===== config.mk =====
export PLATFORM = sky130hd
export DESIGN_NAME = recip_est_unit
export DESIGN_NICKNAME = d
export VERILOG_FILES = /design/src/rtl/recip_est_pkg.sv /design/src/rtl/recip_est_lut.sv /design/src/rtl/recip_est_fp_path.sv /design/src/rtl/recip_est_fx_path.sv /design/src/rtl/recip_est_unit.sv
export SDC_FILE = /design/constraint.sdc
export NUM_CORES = 1
export LEC_CHECK = 0
export BUFFER_PORTS_ARGS = -buffer_cell sky130_fd_sc_hd__buf_2
export CAP_MARGIN = 20
export CORE_ASPECT_RATIO = 0.7
export CORE_MARGIN = 2
export CORE_UTILIZATION = 28
export CTS_BUF_LIST = sky130_fd_sc_hd__clkbuf_8 sky130_fd_sc_hd__clkbuf_16
export DETAILED_ROUTE_END_ITERATION = 12
export HOLD_SLACK_MARGIN = 0.12
export PLACE_DENSITY = 0.54
export SYNTH_ARGS = -nofsm -noshare
export SYNTH_HDL_FRONTEND = slang
export SYNTH_HIERARCHICAL = 1
export SYNTH_SLANG_ARGS = --single-unit

===== constraint.sdc =====
create_clock -name clk -period 1 [get_ports clk]
set_input_delay 0.05 -clock clk [delete_from_list [all_inputs] [get_ports clk]]
set_output_delay 0.05 -clock clk [all_outputs]
set_load 0.005 [all_outputs]

===== src/rtl/recip_est_pkg.sv =====
package recip_est_pkg;

    localparam int WORD_W  = 32;
    localparam int EXP_W   = 8;
    localparam int FRAC_W  = 23;

    // Exponent field of 2^126 and the base of the reflected exponent
    localparam int UF_EXP_MIN   = 253;
    localparam int RES_EXP_BASE = 253;

    typedef struct packed {
        logic inv;
        logic dz;
        logic uf;
    } est_flags_t;

    typedef struct packed {
        logic              valid;
        logic [WORD_W-1:0] result;
        est_flags_t        flags;
    } est_state_t;

    // Rounded (half up) value of 2^(2w+2) / (2q+1), the scaled reciprocal
    // of the slot midpoint (q + 0.5) / 2^(w+1).
    function automatic int unsigned est_entry(input int unsigned q,
                                              input int unsigned idx_w);
        int unsigned num;
        int unsigned den;
        num = 32'd1 << (2 * idx_w + 2);
        den = 2 * q + 1;
        return (2 * num + den) / (2 * den);
    endfunction

endpackage


===== src/rtl/recip_est_lut.sv =====
module recip_est_lut
    import recip_est_pkg::*;
#(
    parameter int IDX_W = 8
) (
    input  logic [IDX_W-1:0] idx,
    output logic [IDX_W-1:0] est_frac
);
    localparam int DEPTH = 1 << IDX_W;
    localparam int LO    = 1 << IDX_W;
    localparam int HI    = (1 << (IDX_W + 1)) - 1;

    logic [IDX_W:0] rom [DEPTH];

    for (genvar g = 0; g < DEPTH; g++) begin : g_slot
        localparam int unsigned VAL = est_entry(DEPTH + g, IDX_W);
        assign rom[g] = (IDX_W+1)'(VAL);
    end

    logic [IDX_W:0] sel;
    assign sel      = rom[idx];
    assign est_frac = sel[IDX_W-1:0];

    always_comb begin
        AST_LUT_RANGE: assert (int'(sel) >= LO && int'(sel) <= HI);
    end

endmodule


===== src/rtl/recip_est_fp_path.sv =====
module recip_est_fp_path
    import recip_est_pkg::*;
#(
    parameter int IDX_W = 8
) (
    input  logic [WORD_W-1:0] op,
    input  logic [IDX_W-1:0]  est_frac,
    output logic [WORD_W-1:0] res,
    output est_flags_t        flags
);
    localparam int PAD_W = FRAC_W - IDX_W;

    logic              sgn;
    logic [EXP_W-1:0]  ex;
    logic [FRAC_W-1:0] fr;
    logic              ex_max, ex_zero, fr_zero, is_quiet, big;
    logic [EXP_W-1:0]  ex_res;

    assign sgn      = op[WORD_W-1];
    assign ex       = op[WORD_W-2 -: EXP_W];
    assign fr       = op[FRAC_W-1:0];
    assign ex_max   = &ex;
    assign ex_zero  = ~|ex;
    assign fr_zero  = ~|fr;
    assign is_quiet = fr[FRAC_W-1];
    assign big      = ex >= EXP_W'(UF_EXP_MIN);
    assign ex_res   = EXP_W'(RES_EXP_BASE) - ex;

    always_comb begin
        flags = '0;
        if (ex_max && !fr_zero) begin
            res       = {1'b0, {(EXP_W+1){1'b1}}, {(FRAC_W-1){1'b0}}};
            flags.inv = !is_quiet;
        end else if (ex_max) begin
            res = {sgn, {(WORD_W-1){1'b0}}};
        end else if (ex_zero && fr_zero) begin
            res      = {sgn, {EXP_W{1'b1}}, {FRAC_W{1'b0}}};
            flags.dz = 1'b1;
        end else if (big) begin
            res      = {sgn, {(WORD_W-1){1'b0}}};
            flags.uf = 1'b1;
        end else begin
            res = {sgn, ex_res, est_frac, {PAD_W{1'b0}}};
        end
    end

endmodule


===== src/rtl/recip_est_fx_path.sv =====
module recip_est_fx_path
    import recip_est_pkg::*;
#(
    parameter int IDX_W = 8
) (
    input  logic              lead,
    input  logic [IDX_W-1:0]  est_frac,
    output logic [WORD_W-1:0] res
);
    localparam int PAD_W = WORD_W - 1 - IDX_W;

    always_comb begin
        if (lead) res = {1'b1, est_frac, {PAD_W{1'b0}}};
        else      res = '1;
    end

endmodule


===== src/rtl/recip_est_unit.sv =====
module recip_est_unit
    import recip_est_pkg::*;
#(
    parameter int IDX_W = 8
) (
    input  logic              clk,
    input  logic              rst_n,
    input  logic              in_valid,
    input  logic              mode_fixed,
    input  logic [WORD_W-1:0] operand,
    output logic              out_valid,
    output logic [WORD_W-1:0] result,
    output logic              flag_invalid,
    output logic              flag_divzero,
    output logic              flag_underflow
);
    logic [IDX_W-1:0]  idx;
    logic [IDX_W-1:0]  est_frac;
    logic [WORD_W-1:0] fp_res, fx_res;
    est_flags_t        fp_flags;
    est_state_t        st_d, st_q;

    // Fixed mode: slot bits sit under bit 31; float mode: under the hidden one
    assign idx = mode_fixed ? operand[WORD_W-2 -: IDX_W] : operand[FRAC_W-1 -: IDX_W];

    recip_est_lut #(.IDX_W(IDX_W)) u_lut (
        .idx      (idx),
        .est_frac (est_frac)
    );

    recip_est_fp_path #(.IDX_W(IDX_W)) u_fp (
        .op       (operand),
        .est_frac (est_frac),
        .res      (fp_res),
        .flags    (fp_flags)
    );

    recip_est_fx_path #(.IDX_W(IDX_W)) u_fx (
        .lead     (operand[WORD_W-1]),
        .est_frac (est_frac),
        .res      (fx_res)
    );

    always_comb begin
        st_d       = st_q;
        st_d.valid = in_valid;
        st_d.flags = '0;
        if (in_valid) begin
            st_d.result = mode_fixed ? fx_res : fp_res;
            st_d.flags  = mode_fixed ? '0 : fp_flags;
        end
    end

    always_ff @(posedge clk or negedge rst_n) begin
        if (!rst_n) st_q <= '0;
        else        st_q <= st_d;
    end

    assign out_valid      = st_q.valid;
    assign result         = st_q.result;
    assign flag_invalid   = st_q.flags.inv;
    assign flag_divzero   = st_q.flags.dz;
    assign flag_underflow = st_q.flags.uf;

    AST_VALID_FOLLOWS: assert property (@(posedge clk) disable iff (!rst_n)
        in_valid |=> out_valid);
    AST_IDLE_QUIET: assert property (@(posedge clk) disable iff (!rst_n)
        !in_valid |=> !out_valid && !flag_invalid && !flag_divzero && !flag_underflow);
    AST_IDLE_HOLD: assert property (@(posedge clk) disable iff (!rst_n)
        !in_valid |=> $stable(result));
    AST_FIXED_NO_FLAGS: assert property (@(posedge clk) disable iff (!rst_n)
        (in_valid && mode_fixed) |=> !flag_invalid && !flag_divzero && !flag_underflow);
    AST_INV_NAN: assert property (@(posedge clk) disable iff (!rst_n)
        flag_invalid |-> result == 32'h7FC0_0000);
    AST_DZ_INF: assert property (@(posedge clk) disable iff (!rst_n)
        flag_divzero |-> result[WORD_W-2:0] == 31'h7F80_0000);
    AST_UF_ZERO: assert property (@(posedge clk) disable iff (!rst_n)
        flag_underflow |-> result[WORD_W-2:0] == '0);
    AST_ONE_FLAG: assert property (@(posedge clk) disable iff (!rst_n)
        $countones({flag_invalid, flag_divzero, flag_underflow}) <= 1);

endmodule


Word-level counts from Yosys, hierarchy flattened
Memory sizes are Yosys's and may differ from the RTL's.
Cells that the tools add are included.
- bitwise gates (word level): 1
- $lt $le $gt $ge: 2
- add/subtract/negate cells: 1
- reductions and logical operators: 8
- mux-type cells: 17
- operator list (operator ; number):
    31-bit 2-to-1 mux ; 4
    32-bit 2-to-1 mux ; 2
    8-bit 2-to-1 mux ; 3
    23-bit OR reduction ; 1
    9-bit >= comparator, second input constant ; 1
    8-bit inverter with 9-bit output ; 1
    8-bit >= comparator, second input constant ; 1
    8-bit AND reduction ; 1
    8-bit OR reduction ; 1
    8-bit subtractor, first input constant ; 1
    3-bit 2-to-1 mux ; 2
    1-bit 2-to-1 mux ; 4
    2-bit 2-to-1 mux ; 2
    1-bit zero test ; 3
    1-bit logical AND ; 2
- output and inout port bits: 36
- memories: 1
- register bits after elaboration: 36
- word-level logic and storage cells: 35
- bits in read-only memories: 2304
- memory list (name ; words ; bits a word ; read ports ; clocked after memory_dff ; wr ports ; line ; RTL):
    (name not given) ; 256 ; 9 ; 1 ; 0 ; 0 ; recip_est_lut.sv:21 ; assign sel = rom[idx];

Logic depth before layout (Yosys ltp)
Gate-level depths: netlist of run 1.
- depth in word-level cells: 10
- gate-level depth with buffers: 15
- mapped depth without buffers: 11

Hierarchy
The synthesis of run 1 kept the hierarchy.
- by module, submodules not included (module ; instances ; area an instance (um2) ; sequential area each (um2) ; cells an instance):
    recip_est_lut ; 1 ; 1931.9 ; 0.0 ; 303
    recip_est_unit ; 1 ; 1721.7 ; 900.9 ; 156
    recip_est_fp_path ; 1 ; 530.5 ; 0.0 ; 80
    recip_est_fx_path ; 1 ; 230.2 ; 0.0 ; 33

Worst setup path before layout of run 1
No wires, ideal clock.
- path kind: in2reg
- start point: in mode_fixed
- end point: reg st_q (netlist bit result[16])
- setup slack: -1.833 ns
- setup time: 0.077 ns
- arrival time: 2.755 ns
- stages: 15
- data required time: 0.923 ns
- path through: buf_6 buf_6 mux2_2 clkbuf_1 inv_1 ha_1 clkbuf_1 mux2_2 o211ai_1 nor3_1 a311o_1 o22ai_2 and2_1 mux2i_1 a21oi_1
- longest elaborated chain between the ends: 10
- RTL lines (element ; line ; RTL):
    start, declared ; recip_est_unit.sv:9 ; input logic mode_fixed,
    8-bit 2-to-1 mux ; recip_est_unit.sv:24 ; assign idx = mode_fixed ? operand[WORD_W-2 -: IDX_W] : operand[FRAC_W-1 -: IDX_W];
    named net idx[1] ; recip_est_unit.sv:17 ; logic [IDX_W-1:0] idx;
    8-bit inverter with 9-bit output (not written as such) ; recip_est_lut.sv:21 ;
    memory read 256 x 9 bit ; n/a ;
    8-bit 2-to-1 mux (not written as such) (2 in series) ; recip_est_lut.sv:21 ;
    named net est_frac[1] ; recip_est_unit.sv:18 ; logic [IDX_W-1:0] est_frac;
    31-bit 2-to-1 mux ; recip_est_fp_path.sv:39 ; end else if (big) begin
    31-bit 2-to-1 mux ; recip_est_fp_path.sv:36 ; end else if (ex_zero && fr_zero) begin
    31-bit 2-to-1 mux ; recip_est_fp_path.sv:34 ; end else if (ex_max) begin
    32-bit 2-to-1 mux ; recip_est_fp_path.sv:31 ; if (ex_max && !fr_zero) begin
    named net fp_res[16] ; recip_est_unit.sv:19 ; logic [WORD_W-1:0] fp_res, fx_res;
    32-bit 2-to-1 mux ; recip_est_unit.sv:49 ; st_d.result = mode_fixed ? fx_res : fp_res;
    end signal, assigned ; recip_est_unit.sv:56 ; else st_q <= st_d;
    end, declared ; recip_est_unit.sv:21 ; est_state_t st_d, st_q;
The timed path passes the listed nets, and every way through them passes these cells. The select of a mux whose other input is x is not followed.
A chain may end at the register's enable or synchronous reset.

Final worst setup path of run 1
Same ends and word-level chain as after synthesis.

==> out/results.tsv, run 1 <==
metric	value	unit
fin cells	917	
Clock Skew	0	ns
Num CTS Buffers	5	
clock period minus worst slack	2.219	ns
NumNets Final	765	
met2 routed WL	6700	µm
slowest CP cell	or4b_4	
critical path type	in2reg	
Leak Pwr	2.806	nW
Startpoint Class	input port	
Max VDD drop	646.2	µV
gpl congestion	0.8843	
Finished Cell Area	6272	µm²
fin util	40.59	%
final hold violation count	0	
number of diodes	0	
drt wl/cell	17.69	µm
outcome	finished with violations	
H-tree Lvls	2	
Worst Setup End Kind	flip-flop	
r2r endpoint	result[23]	
r2r setup slk	0.25	ns
f_max	0.4506	GHz
Yosys top cell area share	20.41	%
initial antenna violation count	0	
top_reg_cell synth	dfrtp_1	
Core Rows	38	
sequential cell area fraction in the yosys report	20.41	%
Max Buffers Root-to-Sink	2	
DP HPWL	11900	µm
setup TNS	-17.28	ns
global-route wire length before repair	25660	µm
post-place instance area	5587	µm²
reg2reg start	result[23]	
clk_lat worst skew	0.28	ns
asr flop ratio synth	100.0	%
Seq cells post-synth	36	
Worst Path Buf+Inv	3	
fin. max-slew vios	0	
Post-DRT Antenna Nets	0	
clock transition at the registers of the reported paths	0.06	ns
CTS root buf	clkbuf_16	
crit path launch	mode_fixed	
top cell family by delay on the critical path	compound AO/OA/AOI/OAI gates	
vias in the first global route	4758	
die height	109.1	µm
Netlist cell types	77	
Overflow after GRT	0	
Clock Sinks	36	
max_cap viols	0	
die area	16800	µm²
layout cell share with drive strength beyond 1	41.56	%
Slew @ Worst Pin	0.5860	ns
Placed Cells incl. Taps	894	
DR DRC count	0	
Ys Warns	6	
highest routing layer actually used	met4	
Chip Width	154.1	µm
Critical Path End	result[16]	
WP data required	1.21	ns
largest cells by area after synthesis	dfrtp_1, mux2i_1, buf_4, a21oi_1, nor2_1	
TritonCTS clock tree	yes	
largest net degree at the start of global routing	65	
IO Count	72	
IO Port Bufs	71	
syn_area_per_cell	7.717	µm²
Slew headroom	60.85	%
CP max FO	7	
final period utilization	221.9	%
Crit path largest cell delay	0.49	ns
area of the core	15450	µm²
Total GRT Usage	19.16	%
CP Data Arrival Time	2.43	ns
cells on worst reg2reg path	2	
WL met3	1232	µm
final wirelength	16220	µm
DRT Pass-1 Iters	5	
min-delay worst type	in2reg	
Final setup viols	19	
Via Count	4848	
failing checks	setup timing	
Mapped Area	4414	µm²
vias per std cell	5.287	
critical path cell sequence	buf_8 > mux2_4 > inv_4 > buf_6 > ha_4 > or4b_4 > o211ai_1 > nor3_1 > a311o_1 > o22ai_2 > and2_1 > mux2i_1 > a21oi_1	
RSZ-0062 raised after global routing	yes	
DRT met1 WL	8090	µm
Syn-to-layout area delta	42.09	%
number of cells on the critical path	13	
Starting Density	28.57	%
PD cells	1082	nW/µm²
cell taking the most area after synthesis	dfrtp_1	
Post-synth EDFFs	0	
Mapped Cells	572	
Final WS setup	-1.219	ns
DR iter-0 viols	394	
==> final cells by class <==
| type | instances | area, µm² |
|---|---|---|
| fillers | 1560 | 9180 |
| multi-input cells | 447 | 3198 |
| repair buffers | 214 | 1707 |
| flip-flops and latches | 36 | 900.9 |
| well taps | 200 | 250.2 |
| clock buffers | 5 | 125.1 |
| inverters | 12 | 52.55 |
| clock inverters | 3 | 38.79 |
==> per-stage QoR <==
step / setup WS [ns] / hold slack (ns) / total power, mW
finish: -1.219 / 0.1637 / 6.789
global route: -1.305 / 0.1891 / 7.179
CTS: -1.185 / 0.1677 / 6.698
detailed placement: -1.669 / 0.03244 / 4.659
global placement: -1.668 / 0.02537 / 4.650
floorplan: -1.507 / -0.2456 / 3.499
==> synthesized netlist by cell type, drive strengths merged, types with 7 or more instances <==
master	number
a21oi	56
clkbuf	19
buf	72
inv	11
o211ai	11
mux2	13
nor2	59
dfrtp	36
ha	13
mux2i	34
nand2	34
and2	14
nand3	13
o21ai	28
nor2b	10
nand2b	22
nor4	7
a31oi	11
nor3	8
==> cells in the final DEF (no fill, tap or decap), types with 3 or more instances in the layout <==
cell and n:
a211oi_1 3, a21oi_1 53, a21oi_2 3, a22o_1 3
a311o_1 4, a311oi_1 4, a31o_2 3, a31oi_1 10
and2_1 14, buf_12 8, buf_2 66, buf_4 106
buf_6 28, clkbuf_16 5, conb_1 16, dfrtp_1 36
ha_1 6, ha_2 6, inv_1 9, mux2_2 8
mux2_4 5, mux2i_1 34, nand2_1 33, nand2b_1 20
nand3_1 12, nand3b_1 3, nor2_1 53, nor2_2 3
nor2_4 3, nor2b_1 8, nor3_1 8, nor4_1 5
o211ai_1 11, o21ai_0 24, o221ai_1 3, o311ai_0 3
or2_2 4, or4_4 4
==> tightest hold or removal path, delay by kind of cell <==
kind | cells | cell delay [ns]
AND/OR/NAND/NOR | 2 | 0.15
buffers and inverters | 2 | 0.20
==> layer usage <==
layer | up-vias | global-route usage (%)
met1 | 2319 | 28.36
li1 | 2321 | -
met4 | 0 | 3.538
met3 | 17 | 4.412
met5 | - | 0
met2 | 191 | 28.38
==> sequential cells by signal, indices dropped and copies added (netlist names) <==
name	flops
flag_invalid	1
result	32
flag_underflow	1
flag_divzero	1
out_valid	1
==> what timing repair did <==
action	CTS	global route
hold buffers	2	0
resized for setup	65	26
gates cloned	2	0
setup endpoints to repair	20	20
setup buffers	7	6
endpoints found under the hold margin	37	0
pin swaps	32	17
==> where the power goes <==
part	total [mW]	switching [mW]	internal, mW
logic	3.32	1.69	1.63
clock network	1.76	0.598	1.16
registers	1.71	0.0907	1.62
==> kinds of logic (layout without fill, tap and decap cells) <==
logic type               count (synthesis)  after routing  synth area share (%)
XOR/XNOR                                 6              6                 1.191
flip-flops                              36             36                 20.41
multiplexers                            48             48                 11.54
buffers and inverters                  103            234                 14.40
other                                    2             16                0.1701
AND/OR/NAND/NOR                        193            193                 22.73
AO/OA/AOI/OAI                          171            171                 25.88
adder cells (fa/ha/maj)                 13             13                 3.685
==> how the worst min path moves through the flow <==
| stage | to | depth (start not counted) | slack, ns | from |
|---|---|---|---|---|
| after detailed placement | result[17] | 2 | 0.03 | rst_n |
| after CTS | flag_invalid | 4 | 0.17 | operand[22] |
| after global routing | flag_invalid | 4 | 0.19 | operand[22] |
| final | flag_invalid | 4 | 0.16 | operand[22] |
| after global placement | result[9] | 2 | 0.03 | rst_n |
| after floorplan | flag_divzero | 0 | -0.25 | rst_n |
(Power assumes the default switching activity.)
==> run 2: changes to the inputs <==
--- a/config.mk
+++ b/config.mk
@@ -14,6 +14,7 @@
 export DETAILED_ROUTE_END_ITERATION = 12
 export HOLD_SLACK_MARGIN = 0.12
 export PLACE_DENSITY = 0.54
+export SLEW_MARGIN = 10
 export SYNTH_ARGS = -nofsm -noshare
 export SYNTH_HDL_FRONTEND = slang
 export SYNTH_HIERARCHICAL = 1
==> constraint.sdc (replaced) <==
create_clock -name clk -period 1 [get_ports clk]
set_input_delay 0.05 -clock clk [delete_from_list [all_inputs] [get_ports clk]]
set_output_delay 0.05 -clock clk [all_outputs]
set_load 0.1 [all_outputs]
==> run 2 against run 1 <==
Net effect:
- the flow still finishes with violations (setup timing)
- first-iteration DRC count grew 9.4%
- sequential power grew 7%
- sequential share of layout area shrank 0.95 points
- non-clock buffer count shrank 10
- setup slack gained 0.11 ns
- critical endpoint unchanged
- largest cell class unchanged
- largest power group unchanged
==> out/results.tsv, run 2 (synthesis gave the netlist of run 1 again) <==
metric	value	unit
outcome	finished with violations	
failing checks	setup timing	
RSZ-0062 raised after global routing	yes	
global-route wire length before repair	25610	µm
Clock Skew	0	ns
Num CTS Buffers	5	
total power	8.489	mW
critical path cell sequence	buf_12 > mux2_2 > buf_12 > buf_4 > xor2_1 > buf_4 > a2111oi_1 > o31ai_1 > o22ai_2 > and2_1 > mux2i_1 > a21oi_1	
Post-DRT Antenna Nets	0	
Syn-to-layout area delta	55.58	%
H-tree Lvls	2	
fin. max-slew vios	0	
IO Count	72	
CTS root buf	clkbuf_16	
drt wl/cell	18.55	µm
# fillers	1482	
Startpoint Class	input port	
DRT Pass-1 Iters	5	
TritonCTS clock tree	yes	
vias in the first global route	4666	
f_max	0.4733	GHz
most frequent cells in the layout	buf_4, a21oi_1, nor2_1, buf_12, mux2i_1	
PD cells	1236	nW/µm²
initial antenna violation count	0	
Final WS setup	-1.113	ns
Total GRT Usage	19.27	%
CP max FO	22	
final period utilization	211.3	%
Max VDD drop	704.8	µV
NumNets Final	755	
Max Buffers Root-to-Sink	2	
final wirelength	16820	µm
Chip Width	154.1	µm
clock period minus worst slack	2.113	ns
max FFs per register	32	
Core Rows	38	
Finished Cell Area	6868	µm²
Starting Density	28.57	%
die area	16800	µm²
Placed Cells incl. Taps	883	
clk_lat worst skew	0.28	ns
area of the core	15450	µm²
DR iter-0 viols	431	
vias per std cell	5.378	
top cell family by delay on the critical path	compound AO/OA/AOI/OAI gates	
slowest CP cell	a2111oi_1	
Via Count	4878	
cells on worst reg2reg path	2	
Clock Sinks	36	
Leak Pwr	2.984	nW
CP Data Arrival Time	2.33	ns
Final setup viols	19	
pre-CTS WS	-1.550	ns
number of diodes	0	
DR DRC count	0	
post-place instance area	6088	µm²
Crit path largest cell delay	0.41	ns
Overflow after GRT	0	
clock transition at the registers of the reported paths	0.06	ns
DP HPWL	12090	µm
layout cell share with drive strength beyond 1	45.12	%
Worst Setup End Kind	flip-flop	
min-delay worst type	in2reg	
IO Port Bufs	71	
die height	109.1	µm
number of cells on the critical path	12	
largest net degree at the start of global routing	65	
final hold violation count	0	
max_cap viols	0	
fin util	44.45	%
fin cells	907	
WP data required	1.22	ns
Slew @ Worst Pin	0.6118	ns
Slew headroom	59.12	%
critical path type	in2reg	
commonest non-fill, non-tap cell in the layout	buf_4	
gpl congestion	0.8607	
Worst Path Buf+Inv	4	
WHS Path Cells	4	
[run 2: changes by cell type in the layout (fill, tap and decap cells not counted), moves of 5 or more]
cell,change
buf_12,+40
buf_6,-8
dfrtp_1,-16
dfrtp_2,+16
o21ai_0,-5
buf_2,-36
ha_4,+6
[run 2: routing by layer]
layer / track usage [%] / up-vias / part of all wire [%]
li1: - / 2298 / -
met1: 29.53 / 2396 / 51
met2: 28.38 / 167 / 43
met3: 2.981 / 17 / 5.5
met4: 3.605 / 0 / 1.0
met5: 0 / - / 0
[run 2: worst min-delay path: cells and delay by family]
family	cells	cell delay [ns]
and+or+nand+nor	2	0.17
buffers and inverters	2	0.20
[run 2: cell type report]
class / instances / area, µm² / share of cell area, %
Timing Repair Buffer: 204 / 2172 / 31.63
Tap cell: 200 / 250.2 / 3.644
Inverter: 12 / 52.55 / 0.7652
Sequential cell: 36 / 920.9 / 13.41
Multi-Input combinational cell: 447 / 3326 / 48.42
Clock inverter: 2 / 7.507 / 0.1093
Clock buffer: 6 / 138.9 / 2.022
[run 2: metrics by stage]
step	hold WS [ns]	TNS, ns
after floorplan	-0.2456	-21.18
after global placement	0.02425	-26.41
after detailed placement	0.03078	-26.92
after CTS	0.1781	-15.85
after global routing	0.1979	-18.10
final	0.1810	-16.24
[run 2: what timing repair did]
item / in CTS / in global routing
endpoints found under the setup margin: 20 / 36
hold buffers: 2 / 0
resized for setup: 70 / 44
gates cloned: 0 / 3
endpoints found under the hold margin: 37 / 0
setup buffers: 8 / 5
pin swaps: 33 / 23
[run 2: path summary, 6_finish.rpt]
| path | slack, ns | startpoint | to |
|---|---|---|---|
| hold reg to reg | 0.57 | result[3] | result[3] |
| setup reg to reg | 0.27 | result[7] | result[7] |
| hold / removal | 0.18 | operand[22] | flag_invalid |
| max in group asynchronous | 0.52 | rst_n | result[0] |
| min in group asynchronous | 0.26 | rst_n | result[13] |
| setup / recovery | -1.11 | mode_fixed | result[16] |
[run 2: report_power, final]
| group | switching [mW] | internal, mW | leakage, nW | total, mW |
|---|---|---|---|---|
| sequential | 0.195 | 1.63 | 0.393 | 1.83 |
| clock | 0.605 | 0.973 | 0.0795 | 1.58 |
| combinational | 2.93 | 2.15 | 2.51 | 5.08 |
| total | 3.73 | 4.76 | 2.98 | 8.49 |
